## src/rtl/stbk_pkg.sv

```systemverilog
package stbk_pkg;

  localparam int STBK_DATA_W = 32;

  typedef enum logic {
    CH_IDLE = 1'b0,
    CH_RUN  = 1'b1
  } ch_state_e;

endpackage

```

## src/rtl/stbk_rst_sync.sv

```systemverilog
module stbk_rst_sync (
  input  logic clk,
  input  logic rst_n,
  output logic rst_n_sync
);

  logic [1:0] sync_q;

  always_ff @(posedge clk or negedge rst_n) begin
    if (!rst_n) begin
      sync_q <= 2'b00;
    end else begin
      sync_q <= {sync_q[0], 1'b1};
    end
  end

  assign rst_n_sync = sync_q[1];

endmodule

```

## src/rtl/stbk_regbank.sv

```systemverilog
module stbk_regbank #(
  parameter int BANK_N    = 3,
  parameter int TVAL_W    = 16,
  parameter int PSC_W     = 8,
  parameter int ADDR_W    = 3,
  parameter int DATA_W    = 32,
  parameter int MIN_TICKS = 64
) (
  input  logic                     clk,
  input  logic                     rst_n,
  input  logic                     wen,
  input  logic [ADDR_W-1:0]        addr,
  input  logic [DATA_W-1:0]        wdata,
  output logic [DATA_W-1:0]        rdata,
  output logic [BANK_N*TVAL_W-1:0] bank_flat,
  output logic [PSC_W-1:0]         psc_div,
  output logic [BANK_N-1:0]        cfg_err
);

  localparam int PSC_ADDR = BANK_N;
  localparam int PROD_W   = TVAL_W + PSC_W + 1;

  // Prescale ratio register
  logic             psc_wr;
  logic [PSC_W-1:0] psc_q;
  logic [PSC_W-1:0] psc_d;

  assign psc_wr = wen && (addr == ADDR_W'(PSC_ADDR));

  always_comb begin
    psc_d = psc_q;
    if (psc_wr) begin
      psc_d = wdata[PSC_W-1:0];
    end
  end

  always_ff @(posedge clk or negedge rst_n) begin
    if (!rst_n) begin
      psc_q <= '0;
    end else begin
      psc_q <= psc_d;
    end
  end

  assign psc_div = psc_q;

  // Bank entries with their configuration checks
  for (genvar k = 0; k < BANK_N; k++) begin : g_entry
    logic              ent_wr;
    logic [TVAL_W-1:0] ent_q;
    logic [TVAL_W-1:0] ent_d;
    logic [PROD_W-1:0] scaled;

    assign ent_wr = wen && (addr == ADDR_W'(k));

    always_comb begin
      ent_d = ent_q;
      if (ent_wr) begin
        ent_d = wdata[TVAL_W-1:0];
      end
    end

    always_ff @(posedge clk or negedge rst_n) begin
      if (!rst_n) begin
        ent_q <= '0;
      end else begin
        ent_q <= ent_d;
      end
    end

    // value * (P + 1) computed as value * P + value
    assign scaled = (PROD_W'(ent_q) * PROD_W'(psc_q)) + PROD_W'(ent_q);
    assign cfg_err[k] = (scaled <= PROD_W'(MIN_TICKS));
    assign bank_flat[k*TVAL_W +: TVAL_W] = ent_q;
  end

  // Read mux: unused bits and unmapped addresses return zero
  always_comb begin
    rdata = '0;
    for (int k = 0; k < BANK_N; k++) begin
      if (addr == ADDR_W'(k)) begin
        rdata[TVAL_W-1:0] = bank_flat[k*TVAL_W +: TVAL_W];
      end
    end
    if (addr == ADDR_W'(PSC_ADDR)) begin
      rdata[PSC_W-1:0] = psc_q;
    end
  end

endmodule

```

## src/rtl/stbk_prescaler.sv

```systemverilog
module stbk_prescaler #(
  parameter int PSC_W = 8
) (
  input  logic             clk,
  input  logic             rst_n,
  input  logic [PSC_W-1:0] psc_div,
  output logic             tick
);

  logic [PSC_W-1:0] pcnt_q;
  logic [PSC_W-1:0] pcnt_d;

  // >= keeps the divider sane when the ratio is lowered mid-count
  assign tick = (pcnt_q >= psc_div);

  always_comb begin
    if (tick) begin
      pcnt_d = '0;
    end else begin
      pcnt_d = pcnt_q + 1'b1;
    end
  end

  always_ff @(posedge clk or negedge rst_n) begin
    if (!rst_n) begin
      pcnt_q <= '0;
    end else begin
      pcnt_q <= pcnt_d;
    end
  end

endmodule

```

## src/rtl/stbk_chan_ctr.sv

```systemverilog
module stbk_chan_ctr
  import stbk_pkg::*;
#(
  parameter int BANK_N = 3,
  parameter int TVAL_W = 16,
  parameter int IDX_W  = 2
) (
  input  logic                     clk,
  input  logic                     rst_n,
  input  logic                     tick,
  input  logic                     start,
  input  logic [IDX_W-1:0]         idx,
  input  logic [BANK_N*TVAL_W-1:0] bank_flat,
  output logic                     timeout,
  output logic                     busy,
  output logic                     idx_err
);

  ch_state_e         state_q, state_d;
  logic [TVAL_W-1:0] cnt_q, cnt_d;
  logic [TVAL_W-1:0] lim_q, lim_d;
  logic              tmo_q, tmo_d;
  logic              err_q, err_d;

  logic              idx_ok;
  logic              start_ok;
  logic [TVAL_W-1:0] sel_val;
  logic [TVAL_W-1:0] cnt_inc;
  logic              hit;

  assign idx_ok   = (idx < IDX_W'(BANK_N));
  assign start_ok = start && idx_ok;

  always_comb begin
    sel_val = '0;
    for (int k = 0; k < BANK_N; k++) begin
      if (idx == IDX_W'(k)) begin
        sel_val = bank_flat[k*TVAL_W +: TVAL_W];
      end
    end
  end

  assign cnt_inc = cnt_q + 1'b1;
  assign hit     = (cnt_inc >= lim_q);

  always_comb begin
    state_d = state_q;
    cnt_d   = cnt_q;
    lim_d   = lim_q;
    tmo_d   = 1'b0;
    err_d   = err_q;

    if (start && !idx_ok) begin
      err_d = 1'b1;
    end

    if (start_ok) begin
      state_d = CH_RUN;
      cnt_d   = '0;
      lim_d   = sel_val;
    end else if ((state_q == CH_RUN) && tick) begin
      if (hit) begin
        state_d = CH_IDLE;
        cnt_d   = '0;
        tmo_d   = 1'b1;
      end else begin
        cnt_d   = cnt_inc;
      end
    end
  end

  always_ff @(posedge clk or negedge rst_n) begin
    if (!rst_n) begin
      state_q <= CH_IDLE;
      cnt_q   <= '0;
      lim_q   <= '0;
      tmo_q   <= 1'b0;
      err_q   <= 1'b0;
    end else begin
      state_q <= state_d;
      cnt_q   <= cnt_d;
      lim_q   <= lim_d;
      tmo_q   <= tmo_d;
      err_q   <= err_d;
    end
  end

  assign timeout = tmo_q;
  assign busy    = (state_q == CH_RUN);
  assign idx_err = err_q;

endmodule

```

## src/rtl/stbk_timeout_unit.sv

```systemverilog
module stbk_timeout_unit
  import stbk_pkg::*;
#(
  parameter int NUM_CH    = 4,
  parameter int BANK_N    = 3,
  parameter int TVAL_W    = 16,
  parameter int PSC_W     = 8,
  parameter int ADDR_W    = 3,
  parameter int MIN_TICKS = 64,
  localparam int IDX_W    = $clog2(BANK_N + 1)
) (
  input  logic                    clk,
  input  logic                    rst_n,
  input  logic                    reg_wen,
  input  logic [ADDR_W-1:0]       reg_addr,
  input  logic [STBK_DATA_W-1:0]  reg_wdata,
  output logic [STBK_DATA_W-1:0]  reg_rdata,
  input  logic [NUM_CH-1:0]       ch_start,
  input  logic [NUM_CH*IDX_W-1:0] ch_idx,
  output logic [NUM_CH-1:0]       ch_timeout,
  output logic [NUM_CH-1:0]       ch_busy,
  output logic [NUM_CH-1:0]       ch_idx_err,
  output logic [BANK_N-1:0]       cfg_err
);

  logic                     rst_n_sync;
  logic [BANK_N*TVAL_W-1:0] bank_flat;
  logic [PSC_W-1:0]         psc_div;
  logic                     tick;

  stbk_rst_sync u_rst_sync (
    .clk        (clk),
    .rst_n      (rst_n),
    .rst_n_sync (rst_n_sync)
  );

  stbk_regbank #(
    .BANK_N    (BANK_N),
    .TVAL_W    (TVAL_W),
    .PSC_W     (PSC_W),
    .ADDR_W    (ADDR_W),
    .DATA_W    (STBK_DATA_W),
    .MIN_TICKS (MIN_TICKS)
  ) u_regbank (
    .clk       (clk),
    .rst_n     (rst_n_sync),
    .wen       (reg_wen),
    .addr      (reg_addr),
    .wdata     (reg_wdata),
    .rdata     (reg_rdata),
    .bank_flat (bank_flat),
    .psc_div   (psc_div),
    .cfg_err   (cfg_err)
  );

  stbk_prescaler #(
    .PSC_W (PSC_W)
  ) u_prescaler (
    .clk     (clk),
    .rst_n   (rst_n_sync),
    .psc_div (psc_div),
    .tick    (tick)
  );

  for (genvar c = 0; c < NUM_CH; c++) begin : g_ch
    stbk_chan_ctr #(
      .BANK_N (BANK_N),
      .TVAL_W (TVAL_W),
      .IDX_W  (IDX_W)
    ) u_chan (
      .clk       (clk),
      .rst_n     (rst_n_sync),
      .tick      (tick),
      .start     (ch_start[c]),
      .idx       (ch_idx[c*IDX_W +: IDX_W]),
      .bank_flat (bank_flat),
      .timeout   (ch_timeout[c]),
      .busy      (ch_busy[c]),
      .idx_err   (ch_idx_err[c])
    );
  end

endmodule

```

## config.mk

```make
export PLATFORM = sky130hd
export DESIGN_NAME = stbk_timeout_unit
export DESIGN_NICKNAME = d
export VERILOG_FILES = /design/src/rtl/stbk_pkg.sv /design/src/rtl/stbk_rst_sync.sv /design/src/rtl/stbk_regbank.sv /design/src/rtl/stbk_prescaler.sv /design/src/rtl/stbk_chan_ctr.sv /design/src/rtl/stbk_timeout_unit.sv
export SDC_FILE = /design/constraint.sdc
export NUM_CORES = 1
export LEC_CHECK = 0
export CORE_MARGIN = 8
export CORE_UTILIZATION = 50
export DETAILED_ROUTE_END_ITERATION = 16
export PLACE_DENSITY = 0.68
export SLEW_MARGIN = 10
export SYNTH_ARGS = -nofsm -noshare
export SYNTH_HDL_FRONTEND = slang
export SYNTH_SLANG_ARGS = --single-unit
```

## constraint.sdc

```tcl
create_clock -name clk -period 6.8 [get_ports clk]
set_clock_uncertainty 0.15 [all_clocks]
set_input_delay 1.36 -clock clk [delete_from_list [all_inputs] [get_ports clk]]
set_output_delay 1.36 -clock clk [all_outputs]
set_load 0.05 [all_outputs]
```

# Word level (Yosys, flattened, before mapping)
# Cells that the tools add are included.
[word_totals]
latchBits = 0
inputBits = 50
mem_bits_rw = 0
elab_cells = 150
memories = 0
mem_bits_ro = 0
out_inout_bits = 47
regBits = 206
[op_classes]
addsub = 8
bitwise = 0
muxes = 53
magnitude_cmp = 12
mul = 3
eq_ne = 11
shifts = 0
div_mod_pow = 0
n_reduce_logical = 37
[op_table]
columns = ["cell", "count"]
rows = [
  ["$mux 16", 27],
  ["$add 24x16->25", 3],
  ["$le 25x7->1 const B", 3],
  ["$mul 16x8->24", 3],
  ["$add 16x1->16 const B", 4],
  ["$ge 16x16->1", 4],
  ["$mux 1", 24],
  ["$logic_and 1x1->1", 16],
  ["$mux 8", 2],
  ["$reduce_bool 2->1", 8],
  ["$add 8x1->8 const B", 1],
  ["$eq 2x1->1 const B", 4],
  ["$eq 2x2->1 const B", 4],
  ["$ge 8x8->1", 1],
  ["$logic_not 2->1", 4],
  ["$lt 2x2->1 const B", 4],
  ["$reduce_and 2->1", 4],
  ["$eq 3x2->1 const B", 2],
  ["$logic_not 1->1", 4],
  ["$eq 3x1->1 const B", 1],
  ["$logic_not 3->1", 1],
]

# Logic depth before layout (Yosys ltp)
# Gate-level depths: netlist of the first run.
[depth]
word_depth = 5
depth_mapped = 22
mapped_depth_nobuf = 19

# Hierarchy
# Synthesis of the first run repeated with hierarchy kept, for this count alone.
[hier_totals]
hier_cells = 3100
area_unflattened_um2 = 27501.4
[modules_own_cells]
columns = ["module", "seq_area_each_um2", "area_each_um2", "n_inst", "cells_per_inst"]
rows = [
  ["stbk_regbank", 1401.3, 16477.1, 1, 1927],
  ["stbk_chan_ctr", 875.8, 2603.7, 4, 279],
  ["stbk_prescaler", 200.2, 555.5, 1, 54],
  ["stbk_rst_sync", 50.0, 53.8, 1, 3],
]

# Least setup slack after synthesis of the first run
# OpenSTA, ideal clock, no wires.
[synth_path]
kind = "register -> output"
from = "reg u_regbank.psc_q[4], in the netlist u_regbank.psc_div[4]"
to = "out cfg_err[0]"
path_stages_with_launch = 20
path_slack_ns = -0.670
arrival_time_ns = 5.960
path_buffers = 2
required_ns = 5.290
cell_sequence = "dfrtp_1 > clkbuf_1 > inv_1 > clkbuf_1 > nor2_1 > fa_1 > fa_1 > fa_1 > inv_1 > fa_1 > inv_1 > ha_1 > nor2b_1 > nor4_1 > o2111ai_1 > or4_1 > a2111oi_2 > o2111ai_1 > nand4b_1 > nor4_2"
[synth_via]
elab_chain_len = 3
[synth_rtl]
columns = ["element", "line_no", "text"]
rows = [
  ["start, declared", "stbk_regbank.sv:25", "logic [PSC_W-1:0] psc_q;"],
  ["start signal, assigned", "stbk_regbank.sv:41", "psc_q <= psc_d;"],
  ["$mul 16x8->24", "stbk_regbank.sv:72", "assign scaled = (PROD_W'(ent_q) * PROD_W'(psc_q)) + PROD_W'(ent_q);"],
  ["$add 24x16->25", "stbk_regbank.sv:72", ""],
  ["$le 25x7->1", "stbk_regbank.sv:73", "assign cfg_err[k] = (scaled <= PROD_W'(MIN_TICKS));"],
  ["end, declared", "stbk_timeout_unit.sv:23", "output logic [BANK_N-1:0] cfg_err"],
]
# Every way passes these cells.

# Final worst setup path of the first run
[layout_path]
from = "reg u_regbank.psc_q[1], in the netlist u_regbank.psc_div[1]"
to = "out cfg_err[0]"
# The elaborated chain is that of the path after synthesis.

==> results of run 1 <==
[sequential cells by signal, summed over array words and instances (netlist names)]
name,count
u_regbank.psc_div,8
g_ch.u_chan.idx_err,4
g_ch.u_chan.busy,4
g_ch.u_chan.timeout,4
g_ch.u_chan.cnt_q,64
u_rst_sync.sync_q,2
u_prescaler.pcnt_q,8
u_regbank.g_entry.ent_q,48
g_ch.u_chan.lim_q,64
[synth_stat cells, drive strengths merged (23+ instances only)]
cell,count,area [sq um]
a21o,61,459
a21oi,173,866
a22o,35,308
and2,49,307
and3,29,181
buf,41,267
clkbuf,152,584
dfrtp,206,5150
fa,300,6010
ha,218,2730
inv,424,1590
mux2,28,315
nand2,311,1170
nand2b,29,181
nand3,51,255
nor2,299,1120
nor2b,29,181
nor3,23,126
o21ai,96,480
o22ai,62,388
xnor2,42,368
xor2,39,342
[worst paths after layout]
kind / endpoint / start / slack [ns]
setup / recovery: cfg_err[0] / u_regbank.psc_div[1] / -0.52
hold / removal: u_rst_sync.sync_q[1] / u_rst_sync.sync_q[0] / 0.21
setup reg to reg: g_ch[0].u_chan.cnt_q[5] / g_ch[0].u_chan.cnt_q[0] / 2.46
hold reg to reg: u_rst_sync.sync_q[1] / u_rst_sync.sync_q[0] / 0.21
max in group asynchronous: u_regbank.psc_div[7] / u_rst_sync.sync_q[1] / 4.87
min in group asynchronous: g_ch[1].u_chan.cnt_q[11] / u_rst_sync.sync_q[1] / 0.30
[kinds of logic after synthesis]
family | share of synthesized area, %
simple gates | 16.5
buf+inv | 9.61
compound gates | 14.8
fa+ha+maj | 33.7
flops | 19.9
xor+xnor | 2.74
mux | 2.76
other cells | 0.0290
[layout by cell type (no fill, tap or decap), types with 28 or more instances in the layout]
cell | netlist | final
sky130_fd_sc_hd__o21ai_0 | 93 | 78
sky130_fd_sc_hd__nor2_1 | 299 | 277
sky130_fd_sc_hd__inv_1 | 424 | 390
sky130_fd_sc_hd__inv_2 | 0 | 32
sky130_fd_sc_hd__nand2b_1 | 29 | 28
sky130_fd_sc_hd__clkdlybuf4s50_1 | 0 | 60
sky130_fd_sc_hd__nand3_1 | 51 | 50
sky130_fd_sc_hd__ha_1 | 218 | 176
sky130_fd_sc_hd__a22o_1 | 34 | 34
sky130_fd_sc_hd__nor2b_1 | 29 | 28
sky130_fd_sc_hd__xnor2_1 | 42 | 40
sky130_fd_sc_hd__xor2_1 | 39 | 39
sky130_fd_sc_hd__ha_4 | 0 | 38
sky130_fd_sc_hd__mux2_2 | 28 | 28
sky130_fd_sc_hd__fa_1 | 300 | 285
sky130_fd_sc_hd__dfrtp_1 | 206 | 198
sky130_fd_sc_hd__and3_1 | 29 | 29
sky130_fd_sc_hd__and2_1 | 49 | 46
sky130_fd_sc_hd__nand2_1 | 311 | 294
sky130_fd_sc_hd__a21oi_1 | 173 | 165
sky130_fd_sc_hd__buf_4 | 29 | 313
sky130_fd_sc_hd__o22ai_1 | 62 | 62
sky130_fd_sc_hd__a21o_1 | 60 | 60
[per-layer routing]
metal | vias up | GRT usage [%] | wire length [um]
li1 | 10455 | - | -
met4 | 0 | 12.0 | 4060
met5 | - | 0 | 0
met1 | 11482 | 35.4 | 31900
met3 | 219 | 4.80 | 7500
met2 | 1003 | 44.1 | 38400
[repair_timing]
action / in CTS / in global routing
hold buffers: 0 / 0
gates cloned: 4 / 1
setup endpoints to repair: 3 / 3
resized for setup: 151 / 125
buffers inserted: 48 / 20
pin swaps: 117 / 101
[critical path, cell delays in order, from the launching register on]
cell and delay [ns]:
sky130_fd_sc_hd__dfrtp_2 0.47, sky130_fd_sc_hd__buf_12 0.15, sky130_fd_sc_hd__buf_4 0.14, sky130_fd_sc_hd__nand2_1 0.08
sky130_fd_sc_hd__fa_1 0.52, sky130_fd_sc_hd__inv_1 0.05, sky130_fd_sc_hd__ha_1 0.30, sky130_fd_sc_hd__ha_1 0.30
sky130_fd_sc_hd__fa_1 0.48, sky130_fd_sc_hd__ha_4 0.19, sky130_fd_sc_hd__fa_2 0.34, sky130_fd_sc_hd__a21o_1 0.23
sky130_fd_sc_hd__or3b_4 0.28, sky130_fd_sc_hd__o2111ai_4 0.10, sky130_fd_sc_hd__or4_4 0.56, sky130_fd_sc_hd__a2111oi_4 0.19
sky130_fd_sc_hd__o2111ai_1 0.16, sky130_fd_sc_hd__nand4b_1 0.28, sky130_fd_sc_hd__nor4_4 0.25, sky130_fd_sc_hd__buf_12 0.18
[cell type report]
| class | instances | area [sq um] | area share (%) |
|---|---|---|---|
| Clock buffer | 30 | 684 | 2.15 |
| Clock inverter | 15 | 223 | 0.700 |
| Inverter | 437 | 1670 | 5.24 |
| Multi-Input combinational cell | 2187 | 19400 | 60.9 |
| Sequential cell | 206 | 5170 | 16.2 |
| Tap cell | 680 | 851 | 2.67 |
| Timing Repair Buffer | 428 | 3860 | 12.1 |
[stage by stage]
step / setup TNS [ns] / cells / util (%)
2_1_floorplan: 0 / 3023 / -
3_3_place_gp: -0.547 / 3872 / 56.9
3_5_place_dp: -0.760 / 3872 / 56.9
4_1_cts: -1.67 / 3968 / 61.0
5_1_grt: -2.15 / 3983 / 62.1
6_report: -1.52 / 3983 / 62.1
==> out/results.ini, run 1 <==
[drt]
drt_drc_violations_left = 0
detail_route.first_pass.iterations = 5
drt_iter0_drc = 1952
routedWlPerCell_um = 20.6
vias_per_cell = 5.81
route.vias.total = 23159
finalWirelength_um = 81900
post_route_antenna_net_violation_count = 0

[sta]
setup-violations-final = 3
timing.final.ws_setup_ns = -0.515
period_needed_ns = 7.32
tightest_slew_ns = 1.14
part_of_the_cycle_the_worst_path_needs_pct = 108
timing.final.hold_violations = 0
slew_headroom_pct = 24.0
hold_ws_ns = 0.210
fmaxAchievable_ghz = 0.137
timing_max_transition_violations_final = 0
grt_setup_unrepaired = true

[run_status]
violations = negative setup slack
outcome = finished, violations left

[placement]
post_dp_hpwl_um = 61600
count_of_buffers_inserted_at_the_top_level_ports = 64
detailedPlace.worstSlack_ns = -0.273
weighted_congestion_at_the_end_of_routability_driven_global_placement = 0.991
placedInstanceArea_sq_mm = 0.0292

[floorplanning]
coreArea_sq_mm = 0.0513
die_w_um = 244
row_count = 83
floorplan.die_area_sq_mm = 0.0594
die_h_um = 244
starting_utilization_of_the_core_area_pct = 50.5
io_pins = 97

[grt]
first_pass_grt_wire_length_um = 131000
initial_antenna_violation_count = 3
first_global_vias = 24024
grt_max_degree = 136
grt-ovfl-total = 0
grtUsageTotal_pct = 27.2

[cts]
tritoncts_num_sinks = 206
cts_buffers = 25
htree_levels = 1
worstSkewPairLatency_ns = 0.56
master_cell_of_the_clock_root_buffer = sky130_fd_sc_hd__clkbuf_16
clk_pin_slew_ns = 0.07
cts_max_path_buffers = 3
cts_tree = built

[synth]
synth.ff_latch_count = 206
synth-main-ff-cell = sky130_fd_sc_hd__dfrtp_1
number_of_enable_type_register_cells_in_the_synthesized_netlist = 0
synthesis.area_sq_mm = 0.0259
synth_cells = 3008
synth-seq-area-share_pct = 19.9
synth_area_per_cell_sq_um = 8.62
yosysUniqueCellTypes = 84
async_reset_ff_share_pct = 100
yosys_warnings = 0

[final_layout]
areaGrowthSynthToFinish_pct = 22.8
stdcell_area_sq_mm = 0.0318
num_antenna_cells = 0
ratio_of_cells_with_drive_above_1_in_the_final_layout_pct = 20.4
nNetsFinal = 3853
fillCellCount = 4299

[worst_setup_path]
crit_path_end_kind = output port
r2r_cells = 15
timing.critical_path.from_type = register
worstSetupPathType = register to output port
crit_arrival_ns = 5.81
worstPathRequired_ns = 5.29
worst_path_fanout_max = 4

[min_path]
min_path_cells = 0
hold_path.class = register to register

[job]
drv_cap = 0

Power of run 1 is not shown: default switching activity piles up to over one toggle a cycle in this logic, so the estimate is an artifact.
==> inputs of run 2 (changes only) <==
--- a/config.mk
+++ b/config.mk
@@ -9,6 +9,7 @@
 export CORE_UTILIZATION = 50
 export DETAILED_ROUTE_END_ITERATION = 16
 export PLACE_DENSITY = 0.68
+export SKIP_LAST_GASP = 1
 export SLEW_MARGIN = 10
 export SYNTH_ARGS = -nofsm -noshare
 export SYNTH_HDL_FRONTEND = slang
==> out/results.ini, run 2 (synthesized netlist as in run 1, its figures left out) <==
[run_status]
outcome = finished, violations left
violations = negative setup slack

[sta]
period_needed_ns = 7.45
hold_ws_ns = 0.210
timing.final.ws_setup_ns = -0.652
fmaxAchievable_ghz = 0.134
part_of_the_cycle_the_worst_path_needs_pct = 110
tightest_slew_ns = 1.13
timing.final.hold_violations = 0
timing_max_transition_violations_final = 0
slew_headroom_pct = 24.8
grt_setup_unrepaired = true
setup-violations-final = 3

[grt]
first_global_vias = 24018
grt_max_degree = 136
initial_antenna_violation_count = 3
grtUsageTotal_pct = 27.2
grt-ovfl-total = 0
first_pass_grt_wire_length_um = 131000

[worst_setup_path]
crit_arrival_ns = 5.94
worst_path_fanout_max = 8
worstPathRequired_ns = 5.29
crit_path_end_kind = output port
timing.critical_path.from_type = register
worstSetupPathType = register to output port
worst_setup_path_startpoint = u_regbank.psc_div[6]
crit-reg2reg-launch = g_ch[0].u_chan.cnt_q[0]

[cts]
tritoncts_num_sinks = 206
cts_tree = built
postCtsHoldBufs = 0
htree_levels = 1
worstSkewPairLatency_ns = 0.56
master_cell_of_the_clock_root_buffer = sky130_fd_sc_hd__clkbuf_16
cts_buffers = 25
cts_max_path_buffers = 3
clk_pin_slew_ns = 0.06

[drt]
finalWirelength_um = 81800
detail_route.first_pass.iterations = 6
route.vias.total = 23282
post_route_antenna_net_violation_count = 0
routedWlPerCell_um = 20.5
drt_drc_violations_left = 0
vias_per_cell = 5.83
drt_iter0_drc = 1972

[min_path]
holdCritStartpoint = u_rst_sync.sync_q[0]
hold_path.class = register to register

[floorplanning]
coreArea_sq_mm = 0.0513
starting_utilization_of_the_core_area_pct = 50.5
die_h_um = 244
row_count = 83
die_w_um = 244
io_pins = 97
floorplan.die_area_sq_mm = 0.0594

[placement]
weighted_congestion_at_the_end_of_routability_driven_global_placement = 0.991
post_dp_hpwl_um = 61600
count_of_buffers_inserted_at_the_top_level_ports = 64

[job]
drv_cap = 0

[final_layout]
most_common_cell_after_layout_fill_and_taps_aside = sky130_fd_sc_hd__inv_1
areaGrowthSynthToFinish_pct = 23.3
most_frequent_cells_in_the_layout = sky130_fd_sc_hd__inv_1 (396), sky130_fd_sc_hd__buf_4 (324), sky130_fd_sc_hd__nand2_1 (298)
ratio_of_cells_with_drive_above_1_in_the_final_layout_pct = 20.3
nNetsFinal = 3865
largestRegisters = g_ch.u_chan.cnt_q (64), g_ch.u_chan.lim_q (64), u_regbank.g_entry.ent_q (48)

-- run 2: stage by stage --
stage               cells  utilization [%]  worst slack [ns]  instance area (sq um)  setup TNS (ns)
CTS                  3968             61.0            -0.659                  31300           -1.67
finish               3996             62.3            -0.652                  32000           -1.72
floorplan            3023                -            0.0146                  26200               0
detailed placement   3872             56.9            -0.273                  29200          -0.760
global placement     3872             56.9            -0.234                  29200          -0.547
global route         3995             62.3            -0.766                  32000           -2.20
-- run 2: final timing paths --
check	endpoint	slack (ns)	cells after the start
min reg2reg	u_rst_sync.sync_q[1]	0.21	0
min	u_rst_sync.sync_q[1]	0.21	0
min in group asynchronous	g_ch[1].u_chan.cnt_q[11]	0.30	0
max	cfg_err[1]	-0.65	20
max reg2reg	g_ch[0].u_chan.cnt_q[5]	2.43	15
max in group asynchronous	u_regbank.psc_div[7]	4.85	1
-- run 2: layer usage --
metal	GRT usage (%)	routed length, um	vias to the layer above
met2	44.1	38400	1005
li1	-	-	10473
met5	0	0	-
met4	12.0	3930	0
met3	4.80	7120	213
met1	35.4	32400	11591
-- run 2: worst max-delay path, stage by stage (launching register included) --
cell and delay [ns]:
sky130_fd_sc_hd__dfrtp_2 0.44, sky130_fd_sc_hd__buf_4 0.22, sky130_fd_sc_hd__buf_12 0.15, sky130_fd_sc_hd__buf_12 0.12, sky130_fd_sc_hd__nand2_1 0.07, sky130_fd_sc_hd__fa_1 0.53
sky130_fd_sc_hd__inv_1 0.06, sky130_fd_sc_hd__fa_1 0.50, sky130_fd_sc_hd__fa_1 0.44, sky130_fd_sc_hd__ha_1 0.30, sky130_fd_sc_hd__ha_1 0.22, sky130_fd_sc_hd__a21o_1 0.20
sky130_fd_sc_hd__nor2b_1 0.14, sky130_fd_sc_hd__a2111oi_0 0.42, sky130_fd_sc_hd__buf_4 0.22, sky130_fd_sc_hd__o2111ai_1 0.13, sky130_fd_sc_hd__or4_4 0.51, sky130_fd_sc_hd__nor4_4 0.25
sky130_fd_sc_hd__nand4_1 0.18, sky130_fd_sc_hd__nor2_4 0.16, sky130_fd_sc_hd__buf_12 0.14
-- run 2: cell type report --
cell class                      count  area, sq um
Multi-Input combinational cell   2187        19400
Antenna cell                        1         2.50
Clock buffer                       30          684
Sequential cell                   206         5170
Clock inverter                     15          223
Fill cell                        4293        19300
Tap cell                          680          851
Timing Repair Buffer              440         3940
Inverter                          437         1670
-- run 2: repair_timing --
item / 4_1_cts / 5_1_grt
endpoints found under the setup margin: 3 / 3
gates resized for setup: 150 / 112
gates cloned: 4 / 1
buffers inserted: 48 / 34
pin swaps: 117 / 104
hold endpoints to repair: 0 / 0
Power of run 2 is left out for the same reason.
==> inputs of run 3 (changes only) <==
--- a/config.mk
+++ b/config.mk
@@ -7,10 +7,12 @@
 export LEC_CHECK = 0
 export CORE_MARGIN = 8
 export CORE_UTILIZATION = 50
+export CTS_CLUSTER_SIZE = 25
 export DETAILED_ROUTE_END_ITERATION = 16
 export PLACE_DENSITY = 0.68
 export SKIP_LAST_GASP = 1
 export SLEW_MARGIN = 10
 export SYNTH_ARGS = -nofsm -noshare
 export SYNTH_HDL_FRONTEND = slang
+export SYNTH_HIERARCHICAL = 1
 export SYNTH_SLANG_ARGS = --single-unit
==> out/results.ini, run 3 <==
[cts]
cts_tree = built
clk_pin_slew_ns = 0.06
postCtsHoldBufs = 0
cts_max_path_buffers = 3
cts_buffers = 27
tritoncts_num_sinks = 206
master_cell_of_the_clock_root_buffer = sky130_fd_sc_hd__clkbuf_16
htree_levels = 1
worstSkewPairLatency_ns = 0.58

[worst_setup_path]
crit_arrival_ns = 6.25
timing.critical_path.from_type = register
worstPathRequired_ns = 5.29
worstSetupPathType = register to output port
worst_path_fanout_max = 6
crit_path_end_kind = output port

[grt]
first_pass_grt_wire_length_um = 125000
grtUsageTotal_pct = 24.2
grt-ovfl-total = 0
grt_max_degree = 83
initial_antenna_violation_count = 3
first_global_vias = 24033

[drt]
drt_drc_violations_left = 0
detail_route.first_pass.iterations = 7
route.vias.total = 23036
dr_wl_met3_um = 5820
vias_per_cell = 5.66
wl_met2_um = 36800
finalWirelength_um = 76700
top_routing_layer_in_use = met5
routedWlPerCell_um = 18.8
drt_iter0_drc = 1739
post_route_antenna_net_violation_count = 0
wirelength_met1_um = 31600

[synth]
synth_area_per_cell_sq_um = 8.87
synth_cells = 3100
yosysUniqueCellTypes = 86
cell_accounting_for_the_most_synthesized_area = sky130_fd_sc_hd__fa_1
synthesis.area_sq_mm = 0.0275
synth-main-ff-cell = sky130_fd_sc_hd__dfrtp_1
yosys-top-cells-area = sky130_fd_sc_hd__fa_1 (22%), sky130_fd_sc_hd__dfrtp_1 (19%), sky130_fd_sc_hd__ha_1 (9.9%), sky130_fd_sc_hd__inv_1 (7.2%), sky130_fd_sc_hd__nand2_1 (6.6%)
async_reset_ff_share_pct = 100
yosys.cell_count.top_type = sky130_fd_sc_hd__inv_1
synth-seq-area-share_pct = 18.7
yosys-top-cells-count = sky130_fd_sc_hd__inv_1 (528), sky130_fd_sc_hd__nand2_1 (486), sky130_fd_sc_hd__fa_1 (300)
synth.ff_latch_count = 206
number_of_enable_type_register_cells_in_the_synthesized_netlist = 0
synth_top_cell_area_share_pct = 21.8
yosys_warnings = 6

[floorplanning]
die_h_um = 251
row_count = 86
die_w_um = 251
coreArea_sq_mm = 0.0548
io_pins = 97
starting_utilization_of_the_core_area_pct = 50.2
floorplan.die_area_sq_mm = 0.0628

[placement]
post_dp_hpwl_um = 59900
dp_cells = 3993
detailedPlace.worstSlack_ns = -0.470
weighted_congestion_at_the_end_of_routability_driven_global_placement = 0.969
placedInstanceArea_sq_mm = 0.0306
count_of_buffers_inserted_at_the_top_level_ports = 64

[sta]
period_needed_ns = 7.76
setup-violations-final = 3
fmaxAchievable_ghz = 0.129
timing.final.hold_violations = 0
tightest_slew_ns = 1.20
timing.final.ws_setup_ns = -0.956
timing_max_transition_violations_final = 0
totalNegativeSetupSlack_ns = -2.53
part_of_the_cycle_the_worst_path_needs_pct = 114
grt_setup_unrepaired = true
slew_headroom_pct = 20.3

[final_layout]
ratio_of_cells_with_drive_above_1_in_the_final_layout_pct = 16.0
areaGrowthSynthToFinish_pct = 16.9
most_common_cell_after_layout_fill_and_taps_aside = sky130_fd_sc_hd__inv_1
nNetsFinal = 3914
finalNonFillerCells = 4072
stdcell_area_sq_mm = 0.0321
fillCellCount = 4719
largestRegisters = g_ch.u_chan/cnt_q (64), g_ch.u_chan/lim_q (64), u_regbank/g_entry.ent_q (48)
most_frequent_cells_in_the_layout = sky130_fd_sc_hd__inv_1 (526), sky130_fd_sc_hd__nand2_1 (486), sky130_fd_sc_hd__buf_4 (300)

[min_path]
hold_path.class = register to register

[run_status]
outcome = finished, violations left
violations = negative setup slack

[job]
drv_cap = 0

[run 3: cell count changes after synthesis, moves of 42 or more]
cell	previous run	this run
sky130_fd_sc_hd__a21o_1	60	18
sky130_fd_sc_hd__nor2_1	299	94
sky130_fd_sc_hd__a21oi_1	173	77
sky130_fd_sc_hd__and2_1	49	186
sky130_fd_sc_hd__inv_1	424	528
sky130_fd_sc_hd__nand2_1	311	486
sky130_fd_sc_hd__o22ai_1	62	9
sky130_fd_sc_hd__mux2i_1	22	84
[run 3: stage by stage]
step                      hold WS [ns]  utilization, %
after floorplan                  0.181               -
after global placement           0.188            56.0
after detailed placement         0.187            56.0
after CTS                        0.201            58.1
after global routing             0.210            58.7
final                            0.198            58.7
[run 3: critical path, cell delays in order (launching register included)]
cell and delay, ns:
sky130_fd_sc_hd__dfrtp_2 0.46, sky130_fd_sc_hd__buf_4 0.16, sky130_fd_sc_hd__buf_6 0.12, sky130_fd_sc_hd__and2_4 0.13, sky130_fd_sc_hd__fa_1 0.54, sky130_fd_sc_hd__fa_1 0.46
sky130_fd_sc_hd__fa_1 0.55, sky130_fd_sc_hd__inv_1 0.07, sky130_fd_sc_hd__fa_1 0.55, sky130_fd_sc_hd__inv_2 0.05, sky130_fd_sc_hd__ha_4 0.26, sky130_fd_sc_hd__o221ai_1 0.10
sky130_fd_sc_hd__or4_4 0.54, sky130_fd_sc_hd__nor4_4 0.17, sky130_fd_sc_hd__o2111ai_2 0.16, sky130_fd_sc_hd__nor3_2 0.19, sky130_fd_sc_hd__nand4_1 0.13, sky130_fd_sc_hd__or4_4 0.46
sky130_fd_sc_hd__nor4_4 0.39, sky130_fd_sc_hd__buf_12 0.18
[run 3: final timing paths]
kind | from | to | slack, ns | depth (start not counted)
max | u_regbank/psc_div[2] | cfg_err[1] | -0.96 | 19
min | u_rst_sync/sync_q[0] | u_rst_sync/sync_q[1] | 0.20 | 0
max reg2reg | g_ch[3].u_chan/cnt_q[2] | g_ch[3].u_chan/cnt_q[2] | 2.78 | 11
min reg2reg | u_rst_sync/sync_q[0] | u_rst_sync/sync_q[1] | 0.20 | 0
max in group asynchronous | u_rst_sync/sync_q[1] | g_ch[0].u_chan/cnt_q[0] | 4.61 | 1
min in group asynchronous | u_rst_sync/sync_q[1] | g_ch[1].u_chan/lim_q[9] | 0.28 | 0
[run 3: cells by family (layout without fill, tap and decap cells)]
logic type                 count (synthesis)  after routing  share of synthesized area (%)
and+or+nand+nor                         1006           1006                           18.0
buffers and inverters                    714            966                           10.4
adders and majority gates                518            518                           31.8
AOI/OAI and AO/OA                        461            461                           13.9
DFF                                      206            206                           18.7
muxes                                    116            116                           4.70
xor gates and xnor gates                  77             77                           2.45
other                                      2             18                         0.0273
[run 3: routing by layer]
metal / global-route usage, % / vias to the layer above
li1: - / 10534
met1: 31.4 / 11519
met2: 40.8 / 789
met3: 4.72 / 188
met4: 6.87 / 6
met5: 0 / -
[run 3: timing repair]
item,CTS,global route
endpoints found under the hold margin,0,0
endpoints found under the setup margin,3,3
pin swaps,13,33
buffers inserted,14,8
gates cloned,1,1
resized for setup,35,43
[run 3: cell type report]
| class | instances | area (sq um) | share of cell area (%) |
|---|---|---|---|
| clock inverters | 16 | 135 | 0.420 |
| diodes | 1 | 2.50 | 0.00778 |
| well taps | 704 | 881 | 2.74 |
| flip-flops and latches | 206 | 5170 | 16.1 |
| multi-input cells | 2195 | 19900 | 61.8 |
| clock buffers | 34 | 752 | 2.34 |
| repair buffers | 388 | 3360 | 10.4 |
| inverters | 528 | 1980 | 6.17 |
Power of run 3 is left out for the same reason.
